===== src/rtl/rxdma_pkg.sv =====
package rxdma_pkg;
   localparam int ST_OWN    = 0;
   localparam int ST_END    = 1;
   localparam int ST_ERR    = 2;
   localparam int ST_OVR    = 3;
   localparam int ST_BITS   = 4;

   typedef enum logic [2:0] {
      RG_A_START = 3'd0,
      RG_A_LIM   = 3'd1,
      RG_A_STAT  = 3'd2,
      RG_B_START = 3'd3,
      RG_B_LIM   = 3'd4,
      RG_B_STAT  = 3'd5,
      RG_CUR     = 3'd6,
      RG_FLAGS   = 3'd7
   } rg_addr_e;
endpackage


===== src/rtl/rxdma_desc.sv =====
module rxdma_desc #(
   parameter int AW = 32,
   parameter int CW = 16,
   parameter int SW = 8
) (
   input  logic          clk,
   input  logic          rst,
   input  logic          wr_start,
   input  logic          wr_lim,
   input  logic          wr_stat,
   input  logic [AW-1:0] wdata,
   input  logic          ev_rel,
   input  logic          ev_fin,
   input  logic          ev_ovr,
   input  logic          fin_err,
   input  logic [CW-1:0] fin_cnt,
   output logic [AW-1:0] start,
   output logic [CW-1:0] lim,
   output logic [SW-1:0] stat
);
   import rxdma_pkg::*;

   always_ff @(posedge clk) begin
      if (rst) begin
         start <= '0;
      end else if (wr_start) begin
         start <= wdata;
      end
   end

   always_ff @(posedge clk) begin
      if (rst) begin
         lim <= '0;
      end else if (ev_fin) begin
         lim <= fin_cnt;
      end else if (wr_lim) begin
         lim <= wdata[CW-1:0];
      end
   end

   always_ff @(posedge clk) begin
      if (rst) begin
         stat <= '0;
      end else if (ev_rel || ev_fin || ev_ovr) begin
         stat[ST_OWN] <= 1'b0;
         if (ev_fin) begin
            stat[ST_END] <= 1'b1;
            stat[ST_ERR] <= fin_err;
         end
         if (ev_ovr) begin
            stat[ST_OVR] <= 1'b1;
         end
      end else if (wr_stat) begin
         stat <= wdata[SW-1:0];
      end
   end
endmodule


===== src/rtl/rxdma_engine.sv =====
module rxdma_engine #(
   parameter int AW = 32,
   parameter int CW = 16
) (
   input  logic                clk,
   input  logic                rst,
   input  logic [1:0][AW-1:0]  start,
   input  logic [1:0][CW-1:0]  lim,
   input  logic [1:0]          own,
   input  logic                in_valid,
   input  logic [7:0]          in_data,
   input  logic                in_sof,
   input  logic                in_eof,
   input  logic                in_eof_ok,
   input  logic                in_crc_ok,
   output logic                in_ready,
   output logic                mem_valid,
   output logic [AW-1:0]       mem_addr,
   output logic [7:0]          mem_data,
   input  logic                mem_ready,
   output logic [1:0]          ev_rel,
   output logic [1:0]          ev_fin,
   output logic [1:0]          ev_ovr,
   output logic                fin_err,
   output logic [CW-1:0]       fin_cnt,
   output logic                busy,
   output logic                nxt,
   output logic [AW-1:0]       cur_addr
);
   logic          cur;
   logic          drop;
   logic [CW-1:0] cnt;
   logic          need_sw;
   logic          tgt;
   logic [AW-1:0] waddr;
   logic [CW-1:0] wcnt;
   logic          can_wr;
   logic          fire;
   logic          ovr_ev;

   always_comb begin
      need_sw = busy && (cnt == lim[cur]);
      if (!busy) begin
         tgt   = nxt;
         waddr = start[nxt];
         wcnt  = '0;
      end else if (need_sw) begin
         tgt   = !cur;
         waddr = start[!cur];
         wcnt  = '0;
      end else begin
         tgt   = cur;
         waddr = cur_addr;
         wcnt  = cnt;
      end
      can_wr    = in_valid && !drop && own[tgt] && (busy || in_sof);
      fire      = can_wr && mem_ready;
      ovr_ev    = in_valid && busy && !drop && need_sw && !own[!cur];
      mem_valid = can_wr;
      mem_addr  = waddr;
      mem_data  = in_data;
      in_ready  = can_wr ? mem_ready : 1'b1;
      ev_rel    = (fire && need_sw) ? (2'b01 << cur) : 2'b00;
      ev_fin    = (fire && in_eof) ? (2'b01 << tgt) : 2'b00;
      ev_ovr    = ovr_ev ? (2'b01 << cur) : 2'b00;
      fin_cnt   = wcnt + 1'b1;
      fin_err   = !(in_eof_ok && in_crc_ok);
   end

   always_ff @(posedge clk) begin
      if (rst) begin
         busy     <= 1'b0;
         nxt      <= 1'b0;
         cur      <= 1'b0;
         drop     <= 1'b0;
         cnt      <= '0;
         cur_addr <= '0;
      end else if (fire) begin
         busy     <= !in_eof;
         cur      <= tgt;
         nxt      <= !tgt;
         cur_addr <= waddr + 1'b1;
         cnt      <= wcnt + 1'b1;
      end else if (ovr_ev) begin
         drop <= !in_eof;
         busy <= !in_eof;
      end else if (drop && in_valid && in_eof) begin
         drop <= 1'b0;
         busy <= 1'b0;
      end
   end
endmodule


===== src/rtl/rxdma_pingpong.sv =====
module rxdma_pingpong #(
   parameter int AW = 32,
   parameter int CW = 16,
   parameter int SW = 8
) (
   input  logic          clk,
   input  logic          rst,
   input  logic          reg_wr,
   input  logic [2:0]    reg_addr,
   input  logic [AW-1:0] reg_wdata,
   output logic [AW-1:0] reg_rdata,
   input  logic          in_valid,
   input  logic [7:0]    in_data,
   input  logic          in_sof,
   input  logic          in_eof,
   input  logic          in_eof_ok,
   input  logic          in_crc_ok,
   output logic          in_ready,
   output logic          mem_valid,
   output logic [AW-1:0] mem_addr,
   output logic [7:0]    mem_data,
   input  logic          mem_ready
);
   import rxdma_pkg::*;

   localparam int NBUF = 2;
   localparam int REGS_PER_BUF = 3;

   if (SW < ST_BITS) begin : g_bad_sw
      $error("status width too small for flag bits");
   end
   if (CW > AW || SW > AW) begin : g_bad_cw
      $error("count and status must fit the register port");
   end

   logic [NBUF-1:0][AW-1:0] start;
   logic [NBUF-1:0][CW-1:0] lim;
   logic [NBUF-1:0][SW-1:0] stat;
   logic [NBUF-1:0]         own;
   logic [NBUF-1:0]         ev_rel;
   logic [NBUF-1:0]         ev_fin;
   logic [NBUF-1:0]         ev_ovr;
   logic                    fin_err;
   logic [CW-1:0]           fin_cnt;
   logic                    busy;
   logic                    nxt;
   logic [AW-1:0]           cur_addr;

   for (genvar i = 0; i < NBUF; i++) begin : g_desc
      localparam logic [2:0] BASE = 3'(i * REGS_PER_BUF);
      rxdma_desc #(.AW(AW), .CW(CW), .SW(SW)) u_desc (
         .clk      (clk),
         .rst      (rst),
         .wr_start (reg_wr && reg_addr == BASE),
         .wr_lim   (reg_wr && reg_addr == BASE + 3'd1),
         .wr_stat  (reg_wr && reg_addr == BASE + 3'd2),
         .wdata    (reg_wdata),
         .ev_rel   (ev_rel[i]),
         .ev_fin   (ev_fin[i]),
         .ev_ovr   (ev_ovr[i]),
         .fin_err  (fin_err),
         .fin_cnt  (fin_cnt),
         .start    (start[i]),
         .lim      (lim[i]),
         .stat     (stat[i])
      );
      assign own[i] = stat[i][ST_OWN];
   end

   rxdma_engine #(.AW(AW), .CW(CW)) u_eng (
      .clk       (clk),
      .rst       (rst),
      .start     (start),
      .lim       (lim),
      .own       (own),
      .in_valid  (in_valid),
      .in_data   (in_data),
      .in_sof    (in_sof),
      .in_eof    (in_eof),
      .in_eof_ok (in_eof_ok),
      .in_crc_ok (in_crc_ok),
      .in_ready  (in_ready),
      .mem_valid (mem_valid),
      .mem_addr  (mem_addr),
      .mem_data  (mem_data),
      .mem_ready (mem_ready),
      .ev_rel    (ev_rel),
      .ev_fin    (ev_fin),
      .ev_ovr    (ev_ovr),
      .fin_err   (fin_err),
      .fin_cnt   (fin_cnt),
      .busy      (busy),
      .nxt       (nxt),
      .cur_addr  (cur_addr)
   );

   always_comb begin
      reg_rdata = '0;
      case (rg_addr_e'(reg_addr))
         RG_A_START: reg_rdata = start[0];
         RG_A_LIM:   reg_rdata[CW-1:0] = lim[0];
         RG_A_STAT:  reg_rdata[SW-1:0] = stat[0];
         RG_B_START: reg_rdata = start[1];
         RG_B_LIM:   reg_rdata[CW-1:0] = lim[1];
         RG_B_STAT:  reg_rdata[SW-1:0] = stat[1];
         RG_CUR:     reg_rdata = cur_addr;
         RG_FLAGS:   reg_rdata[1:0] = {busy, nxt};
         default:    reg_rdata = '0;
      endcase
   end
endmodule


===== config.mk =====
export PLATFORM = sky130hd
export DESIGN_NAME = rxdma_pingpong
export DESIGN_NICKNAME = d
export VERILOG_FILES = /design/src/rtl/rxdma_pkg.sv /design/src/rtl/rxdma_desc.sv /design/src/rtl/rxdma_engine.sv /design/src/rtl/rxdma_pingpong.sv
export SDC_FILE = /design/constraint.sdc
export NUM_CORES = 1
export LEC_CHECK = 0
export BUFFER_PORTS_ARGS = -buffer_cell sky130_fd_sc_hd__buf_2
export CORE_MARGIN = 2
export CORE_UTILIZATION = 45
export CTS_CLUSTER_SIZE = 16
export DETAILED_ROUTE_END_ITERATION = 7
export PLACE_DENSITY = 0.69
export SLEW_MARGIN = 20
export SYNTH_ARGS = -nofsm -noshare
export SYNTH_HDL_FRONTEND = slang
export SYNTH_SLANG_ARGS = --single-unit

===== constraint.sdc =====
create_clock -name clk -period 5.7 [get_ports clk]
set_input_delay 0.57 -clock clk [delete_from_list [all_inputs] [get_ports clk]]
set_output_delay 0.57 -clock clk [all_outputs]
set_load 0.02 [all_outputs]

Word level (Yosys, flattened, before mapping)

Index checks and enable logic that the tools add are counted.

Memory bits (writable): 0
Memories kept: 0
Output and inout bits: 74
Latch bits: 0
Memory bits (read-only): 0
Register bits after elaboration: 164

Mux-type cells: 39
Shift operators: 2
Eq/ne operators: 12
Bitwise logic cells: 3
Div/mod/pow operators: 0
Add/sub/neg operators: 2
Reductions and logical operators: 47
Multiply operators: 0
Magnitude comparators: 4

Operators by type and width:

| kind                                                | number |
|---|---|
| 2-to-1 mux 32 bit                                   | 6 |
| 2-to-1 mux 16 bit                                   | 8 |
| one-hot mux 16 bit (3 select lines)                 | 1 |
| one-hot mux 6 bit (7 select lines)                  | 1 |
| one-hot mux 8 bit (5 select lines)                  | 1 |
| adder 32 x 1 -> 32 bit (second input constant)      | 1 |
| logical AND 1 bit                                   | 20 |
| adder 16 x 1 -> 16 bit (second input constant)      | 1 |
| == test 16 bit                                      | 1 |
| 2-to-1 mux 4 bit                                    | 4 |
| one-hot mux 2 bit (8 select lines)                  | 1 |
| AND reduction 2 bit                                 | 7 |
| == test 3 bit (second input constant)               | 4 |
| 2-to-1 mux 1 bit                                    | 12 |
| 2-to-1 mux 2 bit                                    | 5 |
| nonzero test 2 bit                                  | 5 |
| < comparator 1 x 2 -> 1 bit (second input constant) | 4 |
| != test 2 bit (second input constant)               | 4 |
| == test 3 x 2 -> 1 bit (second input constant)      | 2 |
| zero test 1 bit                                     | 6 |
| logical OR 1 bit                                    | 5 |
| OR reduction 2 bit                                  | 2 |
| << shifter 1 x 1 -> 2 bit (first input constant)    | 2 |
| == test 3 x 1 -> 1 bit (second input constant)      | 1 |
| other kinds (3)                                     | 5 |

Depth between registers and ports, before layout

Gate-level depths: netlist of the first run.

Word-level depth: 17
Depth in mapped cells: 20
Gate-level depth less buffers: 15

By module

From an unflattened synthesis of the first run, not the netlist that was laid out.

Cell total of the unflattened synthesis: 1299
Area, all modules: 10896.7 µm²

Modules (own cells, without submodules):

| module         | times used | cells an instance | area an instance (µm²) |
|---|---|---|---|
| rxdma_engine   | 1          | 711               | 5308.8 |
| rxdma_desc     | 2          | 210               | 2195.9 |
| rxdma_pingpong | 1          | 168               | 1196.1 |

Least setup slack after synthesis of the first run

No wires, ideal clock.

Path type: flip-flop to flip-flop
Start point: register u_eng.cur
End point: register u_eng.cur_addr[14]
Stages on the path, launching flop included: 18
Setup slack: 1.554 ns
Period minus slack after synthesis: 4.146 ns
Arrival time: 4.014 ns
Cell sequence: dfxtp_1 buf_6 buf_6 mux2i_1 xor2_1 nand4_2 or4_1 buf_2 buf_2 buf_1 nand2_1 clkbuf_1 o21a_1 ha_1 nand4_2 or4_1 nand3_1 a21oi_1

Elaborated cells on any way between the ends: 17
Classes of those cells: add/sub (1); eq/ne (1); mux (10); reduce/logical (5)

RTL lines:

| element                                               | RTL line             | RTL |
|---|---|---|
| start: declaration                                    | rxdma_engine.sv:30   | `logic cur;` |
| start signal: assignment                              | rxdma_engine.sv:80   | `cur <= tgt;` |
| 2-to-1 mux 16 bit (implied by the code) (2 in series) | rxdma_engine.sv:42   | `need_sw = busy && (cnt == lim[cur]);` |
| == test 16 bit                                        | rxdma_engine.sv:42   |  |
| logical AND 1 bit                                     | rxdma_engine.sv:42   |  |
| 2-to-1 mux 32 bit *                                   | rxdma_engine.sv:47   | `end else if (need_sw) begin` |
| 2-to-1 mux 32 bit *                                   | rxdma_engine.sv:43   | `if (!busy) begin` |
| via mem_addr[1]                                       | rxdma_pingpong.sv:20 | `output logic [AW-1:0] mem_addr,` |
| adder 32 x 1 -> 32 bit *                              | rxdma_engine.sv:82   | `cur_addr <= waddr + 1'b1;` |
| end signal: assignment                                | rxdma_engine.sv:82   |  |
| end: declaration                                      | rxdma_engine.sv:28   | `output logic [AW-1:0] cur_addr` |

Mark *: on every way through the listed nets, which the timed path passes. The rest lies on a longest branch. The select of a mux whose other input is x is not followed.
A chain may end at the register's enable or synchronous reset.

Final worst setup path of the first run

Start point: register u_eng.cur
End point: output mem_addr[6]

Cells in the longest elaborated chain, start to end: 6
Elaborated cells on any way between the ends: 8
Classes of those cells: eq/ne (1); mux (6); reduce/logical (1)

RTL lines:

| element                                               | RTL line |
|---|---|
| 2-to-1 mux 16 bit (implied by the code) (2 in series) | rxdma_engine.sv:42 |
| == test 16 bit                                        | rxdma_engine.sv:42 |
| logical AND 1 bit                                     | rxdma_engine.sv:42 |
| 2-to-1 mux 32 bit *                                   | rxdma_engine.sv:47 |
| 2-to-1 mux 32 bit *                                   | rxdma_engine.sv:43 |
| end: declaration                                      | rxdma_pingpong.sv:20 |

Mark *: on every way between the ends. The rest lies on a longest branch, timed or not. The select of a mux whose other input is x is not followed.

==> metrics.md, run 1 <==
| Metric | Value |
|---|---|
| Result of the run | finished, final reports clean |
| Unrepaired setup endpoints after global routing | false |
| Via Count | 10.5k |
| Met1 track demand over resource in global routing | 0.429 |
| Setup Viol. Count Final | 0 |
| M3 GR Usage | 0.0624 |
| Maximum number of pins on one net before global-route repair | 101 |
| Worst-Margin Slew | 1.15 ns |
| Register bit count reported by yosys | 164 |
| Count of boundary I/O pins | 126 |
| Fin Clk Skew | 0.0104 ns |
| Remaining global-route overflow | 0 |
| Kind of cell adding the most delay to the critical path | compound AO/OA/AOI/OAI gates |
| Number of flops mapped to enable cells by yosys | 0 |
| Count of synthesis-stage warnings from yosys | 0 |
| Clock tree from TritonCTS | done |
| Cts-stage hold buffer count | 0 |
| Cell-by-cell listing of the critical path | mux2i_1 -> xor2_1 -> o2111ai_2 -> or4_1 -> buf_4 -> o211ai_1 -> inv_1 -> buf_2 |
| Y dimension of the die | 158 um |
| Number of detailed-routing iterations run before antenna repair | 6 |
| Skew-Pair Late Insertion Delay | 0.44 ns |
| Post-synthesis cell type count | 76 |
| FILL cells | 2,243 |
| Category of the worst setup path launch point | flop |
| H-tree Lvls | 4 |
| Antenna violations before repair | 0 |
| Setup crit end kind | output port |
| Post-CTS clock slew at the launch and capture registers of the worst setup and hold paths | 0.07 ns |
| Max-Slew Margin vs Limit | 0.236 |
| Prevailing post-synth register cell | sky130_fd_sc_hd__dfxtp_1 |
| Static Leakage | 4.31 nW |
| DRC Markers | 0 |
| Hold WC Path Type | input port to flop |
| Placed inst area | 11,200 um2 |
| Root buffer cell | sky130_fd_sc_hd__clkbuf_16 |
| Proportion of synthesized chip area in sequential cells | 0.309 |
| Antenna diode count | 0 |
| Remaining antenna violation count after routing | 0 |
| Final Hold Viols | 0 |
| Max VDD drop | 0.204 mV |
| Arr. time, crit path | 4.52 ns |
| Slowest library cell on the worst path | sky130_fd_sc_hd__dfxtp_2 |
| Area of the core | 23,300 um2 |
| Required time at the worst-slack endpoint | 5.13 ns |
| Fin area | 11,700 um2 |
| Sinks on the clock net | 164 |
| Global routing's busiest layer | met1 |
| Fmax achieved | 196 MHz |
| Initial Utilization | 0.455 |
| Half-perimeter wire length after detailed placement | 25,000 um |
| Number of buffers added on ports | 109 |
| Number of max-capacitance violations reported | 0 |
| Async set-reset flop share out of synthesis | 0 |
| All-layer global routing usage | 0.288 |
| Grt met2 use | 0.407 |
| Fraction of layout cells with a size suffix above 1 | 0.158 |
| Row count | 56 |
| Post-synthesis instance area | 10,600 um2 |
| Wire length of the first global-routing pass | 54,800 um |
| Number of buffers inserted during clock tree synthesis | 17 |
| Mean post-synth cell area | 7.82 um2 |
| Commonest non-fill, non-tap cells in the layout | 246 x sky130_fd_sc_hd__nand2_1, 161 x sky130_fd_sc_hd__dfxtp_1, 115 x sky130_fd_sc_hd__a21oi_1 |
| Most common cell after layout, fill and taps aside | sky130_fd_sc_hd__nand2_1 |
| Total count of max-transition violations in the final report | 0 |
| Sum Neg Setup Slack | 0 ns |
| Tmin final | 5.09 ns |
| Buffers plus inverters on the worst setup path | 3 |
| WL per Instance | 21.2 um |
| Mapped Cells | 1,357 |
| Vias in the first global route | 9,404 |
| Gpl congestion | 0.881 |
| Worst stage delay on the critical path | 0.81 ns |
| Post-CTS Resized | 0 |
| Layout overhead on the synthesized area | 10.3% |
| Final clock period utilization by the worst path | 0.894 |
| Via/cell ratio | 6.16 |
| Sum of routed wire length over all layers | 36,200 um |
| Iter 0 DRT Violations | 1,458 |
| Post-CTS Setup Inserts | 0 |
| Maximum fanout encountered on the critical timing path | 39 |
| Clock Path Buffers | 2 |
| Die width | 158 um |
| Die Area | 24,800 um2 |
| Nets | 1,433 |
| Cell Pwr Density | 218 nW/um2 |
| Synthesized netlist net count | 1,411 |
| Crit Path Class | flop to output port |
==> cell usage after synthesis (25+ instances only) <==
cell type / n / area [um2]
sky130_fd_sc_hd__xor2_1: 25 / 219
sky130_fd_sc_hd__dfxtp_1: 164 / 3280
sky130_fd_sc_hd__nor2b_1: 54 / 338
sky130_fd_sc_hd__clkbuf_1: 79 / 297
sky130_fd_sc_hd__o21ai_0: 30 / 150
sky130_fd_sc_hd__nand2_1: 246 / 923
sky130_fd_sc_hd__mux2i_1: 99 / 991
sky130_fd_sc_hd__inv_1: 25 / 93.8
sky130_fd_sc_hd__a211oi_1: 59 / 443
sky130_fd_sc_hd__nor2_1: 104 / 390
sky130_fd_sc_hd__a21oi_1: 115 / 576
==> worst register-to-register path, stage by stage (launching register included) <==
cell and delay, ns:
sky130_fd_sc_hd__dfxtp_2 0.81, sky130_fd_sc_hd__mux2i_1 0.31, sky130_fd_sc_hd__xor2_1 0.21, sky130_fd_sc_hd__o2111ai_2 0.62
sky130_fd_sc_hd__or4_1 0.71, sky130_fd_sc_hd__buf_4 0.29, sky130_fd_sc_hd__o211ai_1 0.69, sky130_fd_sc_hd__a2111oi_4 0.13
sky130_fd_sc_hd__and2_0 0.32, sky130_fd_sc_hd__and3_1 0.26, sky130_fd_sc_hd__a2111oi_0 0.48, sky130_fd_sc_hd__a311o_1 0.19
==> registers in the layout, indices dropped and copies added, names as in the netlist <==
signal,count
u_eng.cur_addr,32
g_desc.u_desc.start,64
u_eng.nxt,1
u_eng.busy,1
u_eng.cur,1
u_eng.drop,1
g_desc.u_desc.lim,32
g_desc.u_desc.stat,16
u_eng.cnt,16
==> metrics by stage <==
stage           util  power, mW  hold WS [ns]  setup WS (ns)  instances
2_1_floorplan      -       1.37         0.443           1.55       1357
3_3_place_gp   0.478       1.45         0.465          0.984       1679
3_5_place_dp   0.478       1.45         0.469          0.826       1679
4_1_cts        0.502       2.55         0.335          0.748       1710
5_1_grt        0.502       2.62         0.360          0.311       1710
6_report       0.502       2.55         0.337          0.606       1710
==> final timing paths <==
check,depth (start not counted),slack [ns],to,startpoint
worst max-delay path,8,0.61,mem_addr[6],u_eng.cur$_SDFFE_PP0N_
worst min-delay path,2,0.34,u_eng.drop$_SDFFE_PP0P_,in_valid
worst max register to register,11,0.62,u_eng.cur_addr[21]$_SDFFE_PP0N_,u_eng.cur$_SDFFE_PP0N_
worst min register to register,2,0.48,u_eng.cnt[5]$_SDFFE_PP0N_,u_eng.cnt[5]$_SDFFE_PP0N_
==> where the power goes <==
| group | internal, mW | leakage [nW] | switching, mW |
|---|---|---|---|
| clock network | 0.603 | 0.272 | 0.517 |
| registers | 1.16 | 1.33 | 0.0206 |
| logic | 0.0755 | 2.71 | 0.175 |
| total | 1.84 | 4.31 | 0.713 |
==> logic make-up (layout without fill, tap and decap cells) <==
logic type | Yosys count | after routing | synth area share
DFF | 164 | 164 | 0.309
xor gates and xnor gates | 44 | 44 | 0.0363
and+or+nand+nor | 528 | 528 | 0.238
muxes | 126 | 126 | 0.127
buffers and inverters | 148 | 182 | 0.0611
AOI/OAI and AO/OA | 345 | 345 | 0.226
adders and majority gates | 2 | 2 | 0.00236
==> cell type report <==
cell class / instances / area (um2) / share of cell area
Clock buffer: 17 / 425 / 0.0363
Clock inverter: 14 / 126 / 0.0108
Inverter: 26 / 97.6 / 0.00833
Multi-Input combinational cell: 1045 / 6710 / 0.573
Sequential cell: 164 / 3290 / 0.281
Tap cell: 319 / 399 / 0.0341
Timing Repair Buffer: 125 / 668 / 0.0570
==> layer usage <==
layer	share of wire	up-vias	routed length [um]
met4	0.025	0	888
met2	0.42	561	15400
met5	0	-	0
met3	0.10	60	3720
met1	0.45	5018	16200
li1	-	4895	-
No activity file was read; power rests on OpenSTA's default activity.
==> inputs of run 2 (changes only) <==
- RECOVER_POWER: not set -> 50
==> metrics.md, run 2 (synthesis gave the netlist of run 1 again) <==
| Metric | Value |
|---|---|
| Result of the run | finished, violations left (was finished, final reports clean) |
| Violated checks | capacitance limit, slew limit |
| Vias in the first global route | 9,404 (unchanged) |
| Wire length of the first global-routing pass | 54,800 um (unchanged) |
| Unrepaired setup endpoints after global routing | false (unchanged) |
| Clock tree from TritonCTS | done (unchanged) |
| Clock Path Buffers | 2 (unchanged) |
| Die Area | 24,800 um2 (unchanged) |
| Remaining antenna violation count after routing | 0 (unchanged) |
| WL per Instance | 21.2 um (about the same) |
| Final Hold Viols | 0 (unchanged) |
| Setup Viol. Count Final | 0 (unchanged) |
| Nets | 1,433 (unchanged) |
| Half-perimeter wire length after detailed placement | 25,000 um (unchanged) |
| Category of the worst setup path launch point | flop (unchanged) |
| Fmax achieved | 193 MHz (was 196 MHz) |
| Buffers plus inverters on the worst setup path | 0 (was 3) |
| Layout overhead on the synthesized area | 9.76% (was 10.3%) |
| Final clock period utilization by the worst path | 0.910 (was 0.894) |
| Fin area | 11,700 um2 (about the same) |
| Area of the multi-input gates | 6700 um2 (was 6710 um2) |
| Commonest non-fill, non-tap cells in the layout | 246 x sky130_fd_sc_hd__nand2_1, 161 x sky130_fd_sc_hd__dfxtp_1, 115 x sky130_fd_sc_hd__a21oi_1 (unchanged) |
| FILL cells | 2,269 (was 2,243) |
| Via Count | 10.5k (unchanged) |
| Number of max-capacitance violations reported | 4 (was 0) |
| Total count of max-transition violations in the final report | 141 (was 0) |
| Sum Neg Setup Slack | 0 ns (unchanged) |
| DRC Markers | 0 (unchanged) |
| Max VDD drop | 0.203 mV (was 0.204 mV) |
| Cts-stage hold buffer count | 0 (unchanged) |
| Antenna violations before repair | 0 (unchanged) |
| Post-CTS Resized | 0 (unchanged) |
| Post-CTS Setup Inserts | 0 (unchanged) |
| Gpl congestion | 0.881 (unchanged) |
| Number of buffers added on ports | 109 (unchanged) |
| Critical path startpoint | u_eng.cur$_SDFFE_PP0N_ (unchanged) |
| Biggest regs | g_desc.u_desc.start (64), g_desc.u_desc.lim (32), u_eng.cur_addr (32) (unchanged) |
| Worst stage delay on the critical path | 0.96 ns (was 0.81 ns) |
| Max-Slew Margin vs Limit | -0.678 (was 0.236) |
| Arr. time, crit path | 5.51 ns (was 4.52 ns) |
| Maximum number of pins on one net before global-route repair | 101 (unchanged) |
| Most common cell after layout, fill and taps aside | sky130_fd_sc_hd__nand2_1 (unchanged) |
| Number of detailed-routing iterations run before antenna repair | 6 (unchanged) |
| Count of boundary I/O pins | 126 (unchanged) |
| Fin Clk Skew | 0.0104 ns (about the same) |
| Cell-by-cell listing of the critical path | mux2i_1 -> xor2_1 -> nand4_2 -> nor4_4 -> xnor2_1 -> a211oi_1 -> or2_2 -> nor3_1 -> a311o_1 (was mux2i_1 -> xor2_1 -> o2111ai_2 -> or4_1 -> buf_4 -> o211ai_1 -> inv_1 -> buf_2) |
| Initial Utilization | 0.455 (unchanged) |
| Static Leakage | 4.16 nW (was 4.31 nW) |
| Final critical-path setup slack | 0.512 ns (was 0.606 ns) |
| Kind of cell adding the most delay to the critical path | simple AND/OR/NAND/NOR gates (was compound AO/OA/AOI/OAI gates) |
| Crit Path Class | flop to flop (was flop to output port) |
| H-tree Lvls | 4 (unchanged) |
| Required time at the worst-slack endpoint | 6.02 ns (was 5.13 ns) |
| Sum of routed wire length over all layers | 36,200 um (about the same) |
| All-layer global routing usage | 0.288 (unchanged) |
| Number of buffers inserted during clock tree synthesis | 17 (unchanged) |
| Y dimension of the die | 158 um (unchanged) |
| Tmin final | 5.19 ns (was 5.09 ns) |
| Fraction of layout cells with a size suffix above 1 | 0.132 (was 0.158) |
| Die width | 158 um (unchanged) |
| Number of flip-flops in the largest register | 64 (unchanged) |
| Maximum fanout encountered on the critical timing path | 48 (was 39) |
| Setup crit end kind | flop (was output port) |
| Row count | 56 (unchanged) |
| Remaining global-route overflow | 0 (unchanged) |
| Post-CTS clock slew at the launch and capture registers of the worst setup and hold paths | 0.07 ns (about the same) |
| Skew-Pair Late Insertion Delay | 0.44 ns (about the same) |
| Area occupied by registers | 3290 um2 (unchanged) |
| Worst reg2reg path startpoint | u_eng.cur$_SDFFE_PP0N_ (unchanged) |
| Slowest library cell on the worst path | sky130_fd_sc_hd__or2_2 (was sky130_fd_sc_hd__dfxtp_2) |
| Worst-Margin Slew | 2.52 ns (was 1.15 ns) |
| Sinks on the clock net | 164 (unchanged) |
| Via/cell ratio | 6.16 (unchanged) |
| Share of the core filled with cells | 0.499 (was 0.502) |
| Cell Pwr Density | 219 nW/um2 (was 218 nW/um2) |
| Hold WC Path Type | input port to flop (unchanged) |
| Hold_sp | in_valid (unchanged) |
| Placed inst area | 11,200 um2 (unchanged) |
| Register with the most flip-flops | g_desc.u_desc.start (unchanged) |
| Antenna diode count | 0 (unchanged) |
| Root buffer cell | sky130_fd_sc_hd__clkbuf_16 (unchanged) |
| Iter 0 DRT Violations | 1,300 (was 1,458) |
| Setup WS pre-CTS | 0.826 ns (unchanged) |
| Area of the core | 23,300 um2 (unchanged) |
[run 2: changes by cell type in the layout (fill, tap and decap cells not counted), sizes merged]
cell,delta
buf,-34
clkbuf,+34
[run 2: per-stage QoR]
stage          power (mW)  std cells  hold WS [ns]
3_3_place_gp         1.45       1679         0.465
6_report             2.56       1710         0.339
5_1_grt              2.62       1710         0.360
3_5_place_dp         1.45       1679         0.469
2_1_floorplan        1.37       1357         0.443
4_1_cts              2.55       1710         0.335
[run 2: path summary, 6_finish.rpt]
kind	slack, ns	to	cells after the start
max	0.51	u_eng.cur_addr[21]$_SDFFE_PP0N_	9
min	0.34	u_eng.drop$_SDFFE_PP0P_	2
min reg2reg	0.48	u_eng.cnt[5]$_SDFFE_PP0N_	2
max reg2reg	0.51	u_eng.cur_addr[21]$_SDFFE_PP0N_	9
[run 2: final cells by class]
class / count / area share
tap: 319 / 0.0343
clock buffer: 17 / 0.0365
timing repair buffer: 125 / 0.0528
multi-input combinational: 1045 / 0.575
sequential: 164 / 0.282
clock inverter: 14 / 0.0108
inverter: 26 / 0.00838
[run 2: worst register-to-register path, cell delays in order, from the launching register on]
cell and delay (ns):
sky130_fd_sc_hd__dfxtp_2 0.80, sky130_fd_sc_hd__mux2i_1 0.32, sky130_fd_sc_hd__xor2_1 0.24, sky130_fd_sc_hd__nand4_2 0.58, sky130_fd_sc_hd__nor4_4 0.63, sky130_fd_sc_hd__xnor2_1 0.16, sky130_fd_sc_hd__a211oi_1 0.81, sky130_fd_sc_hd__or2_2 0.96
sky130_fd_sc_hd__nor3_1 0.15, sky130_fd_sc_hd__a311o_1 0.41
[run 2: per-layer routing]
| layer | share of wire | global-route usage |
|---|---|---|
| met5 | 0 | 0 |
| met2 | 0.42 | 0.407 |
| met4 | 0.026 | 0.0952 |
| met1 | 0.45 | 0.429 |
| met3 | 0.098 | 0.0624 |
[run 2: power by group]
part | switching (mW) | internal [mW]
clock network | 0.520 | 0.603
registers | 0.0206 | 1.16
logic | 0.175 | 0.0745
total | 0.716 | 1.84
==> inputs of run 3 (changes only) <==
- PLACE_DENSITY: 0.69 -> 0.72
==> metrics.md, run 3 (synthesis gave the netlist of run 1 again) <==
| Metric | Value |
|---|---|
| Post-route total power | 2.54 mW (was 2.56 mW) |
| Layout overhead on the synthesized area | 10.3% (was 9.76%) |
| Worst-Margin Slew | 1.72 ns (was 2.52 ns) |
| Slowest library cell on the worst path | sky130_fd_sc_hd__or4_1 (was sky130_fd_sc_hd__or2_2) |
| All-layer global routing usage | 0.293 (was 0.288) |
| Result of the run | finished, violations left (unchanged) |
| Category of the worst setup path launch point | flop (unchanged) |
| Half-perimeter wire length after detailed placement | 25,700 um (was 25,000 um) |
| Setup crit end kind | output port (was flop) |
| Number of buffers inserted during clock tree synthesis | 17 (unchanged) |
| Fin Clk Skew | 0.0107 ns (was 0.0104 ns) |
| Post-CTS Resized | 0 (unchanged) |
| Non-filler cells, final | 1,718 (was 1,710) |
| Commonest non-fill, non-tap cells in the layout | 246 x sky130_fd_sc_hd__nand2_1, 161 x sky130_fd_sc_hd__dfxtp_1, 115 x sky130_fd_sc_hd__a21oi_1 (unchanged) |
| Cell-by-cell listing of the critical path | mux2i_1 -> xor2_1 -> nand4_2 -> or4_1 -> buf_4 -> o211ai_1 -> inv_1 -> buf_2 (was mux2i_1 -> xor2_1 -> nand4_2 -> nor4_4 -> xnor2_1 -> a211oi_1 -> or2_2 -> nor3_1 -> a311o_1) |
| Row count | 56 (unchanged) |
| Biggest regs | g_desc.u_desc.start (64), g_desc.u_desc.lim (32), u_eng.cur_addr (32) (unchanged) |
| Fraction of layout cells with a size suffix above 1 | 0.134 (was 0.132) |
| Sum of routed wire length over all layers | 36,300 um (was 36,200 um) |
| Max VDD drop | 0.170 mV (was 0.203 mV) |
| H-tree Lvls | 4 (unchanged) |
| Via Count | 10.7k (was 10.5k) |
| Final clock period utilization by the worst path | 0.892 (was 0.910) |
| Vias in the first global route | 9,552 (was 9,404) |
| DRC Markers | 0 (unchanged) |
| Buffers plus inverters on the worst setup path | 3 (was 0) |
| Max-Slew Margin vs Limit | -0.146 (was -0.678) |
| Wire length of the first global-routing pass | 56,100 um (was 54,800 um) |
| Arr. time, crit path | 4.52 ns (was 5.51 ns) |
| WL per Instance | 21.1 um (was 21.2 um) |
| Required time at the worst-slack endpoint | 5.13 ns (was 6.02 ns) |
| Cells after DPL | 1,685 (was 1,679) |
| Number of max-capacitance violations reported | 5 (was 4) |
| Area of the core | 23,300 um2 (unchanged) |
| Tmin final | 5.09 ns (was 5.19 ns) |
| Most common cell after layout, fill and taps aside | sky130_fd_sc_hd__nand2_1 (unchanged) |
| Register with the most flip-flops | g_desc.u_desc.start (unchanged) |
| Initial Utilization | 0.455 (unchanged) |
| Iter 0 DRT Violations | 1,241 (was 1,300) |
| Crit Path Class | flop to output port (was flop to flop) |
| Worst stage delay on the critical path | 0.91 ns (was 0.96 ns) |
| Fin Hold WS | 0.334 ns (was 0.339 ns) |
| Fin area | 11,700 um2 (about the same) |
| Placed inst area | 11,200 um2 (about the same) |
| Nets | 1,440 (was 1,433) |
| Fmax achieved | 197 MHz (was 193 MHz) |
| Sinks on the clock net | 164 (unchanged) |
| Maximum fanout encountered on the critical timing path | 30 (was 48) |
| Clock Path Buffers | 2 (unchanged) |
| Cell Pwr Density | 217 nW/um2 (was 219 nW/um2) |
| Via/cell ratio | 6.22 (was 6.16) |
| Total count of max-transition violations in the final report | 134 (was 141) |
| Number of flip-flops in the largest register | 64 (unchanged) |
| Antenna diode count | 0 (unchanged) |
| Final Hold Viols | 0 (unchanged) |
| Die width | 158 um (unchanged) |
| Post-CTS clock slew at the launch and capture registers of the worst setup and hold paths | 0.07 ns (about the same) |
| Count of boundary I/O pins | 126 (unchanged) |
| Antenna violations before repair | 1 (was 0) |
| Kind of cell adding the most delay to the critical path | simple AND/OR/NAND/NOR gates (unchanged) |
| Number of buffers added on ports | 109 (unchanged) |
| Setup WS pre-CTS | 0.865 ns (was 0.826 ns) |
| Unrepaired setup endpoints after global routing | false (unchanged) |
| Post-CTS Setup Inserts | 0 (unchanged) |
| Y dimension of the die | 158 um (unchanged) |
| Die Area | 24,800 um2 (unchanged) |
| Clock tree from TritonCTS | done (unchanged) |
| Skew-Pair Late Insertion Delay | 0.44 ns (about the same) |
| Sum Neg Setup Slack | 0 ns (unchanged) |
| Maximum number of pins on one net before global-route repair | 98 (was 101) |
| Cts-stage hold buffer count | 0 (unchanged) |
| Share of the core filled with cells | 0.502 (was 0.499) |
| Final critical-path setup slack | 0.613 ns (was 0.512 ns) |
| Remaining global-route overflow | 0 (unchanged) |
| Remaining antenna violation count after routing | 0 (unchanged) |
| Number of detailed-routing iterations run before antenna repair | 7 (was 6) |
| Root buffer cell | sky130_fd_sc_hd__clkbuf_16 (unchanged) |
| Hold WC Path Type | input port to flop (unchanged) |
| Gpl congestion | 0.906 (was 0.881) |
| Static Leakage | 4.20 nW (was 4.16 nW) |
| Violated checks | capacitance limit, slew limit (unchanged) |
| Setup Viol. Count Final | 0 (unchanged) |
-- run 3: cell types whose count changed in the layout (fill, tap and decap cells not counted), moves of 2 or more --
| cell | previous run | this run |
|---|---|---|
| sky130_fd_sc_hd__clkbuf_1 | 34 | 36 |
| sky130_fd_sc_hd__clkinv_4 | 2 | 4 |
| sky130_fd_sc_hd__buf_2 | 78 | 76 |
| sky130_fd_sc_hd__buf_4 | 13 | 19 |
-- run 3: cell type report --
cell class,count,area [um2]
clock inverters,13,97.6
fillers,2252,11600
repair buffers,132,687
flip-flops and latches,164,3290
inverters,26,97.6
well taps,319,399
clock buffers,19,454
multi-input cells,1045,6680
-- run 3: power by group --
group	leakage [nW]	internal, mW	switching (mW)	total [mW]
logic	2.60	0.0763	0.174	0.250
registers	1.33	1.16	0.0195	1.18
clock network	0.273	0.588	0.518	1.11
-- run 3: final timing paths --
kind	depth (start not counted)	endpoint	from	slack, ns
worst max-delay path	8	mem_addr[13]	u_eng.cur$_SDFFE_PP0N_	0.61
worst min-delay path	2	u_eng.drop$_SDFFE_PP0P_	in_valid	0.33
worst max register to register	11	u_eng.cur_addr[21]$_SDFFE_PP0N_	u_eng.cur$_SDFFE_PP0N_	0.74
worst min register to register	2	g_desc[1].u_desc.stat[1]$_SDFFE_PP0P_	g_desc[1].u_desc.stat[1]$_SDFFE_PP0P_	0.47
-- run 3: metal layers --
metal  global-route usage  up-vias  wire length [um]
met5                    0        -                12
met4               0.0857        2               976
met3               0.0649       94              4020
met2                0.422      644             15300
met1                0.433     5024             15900
li1                     -     4914                 -
-- run 3: worst register-to-register path: cells and delay by family, from the launching register on --
family                    cells  cell delay, ns
buffers and inverters         1            0.34
DFF                           1            0.85
xor gates and xnor gates      1            0.21
and+or+nand+nor               4            1.94
AOI/OAI and AO/OA             4            1.22
muxes                         1            0.33
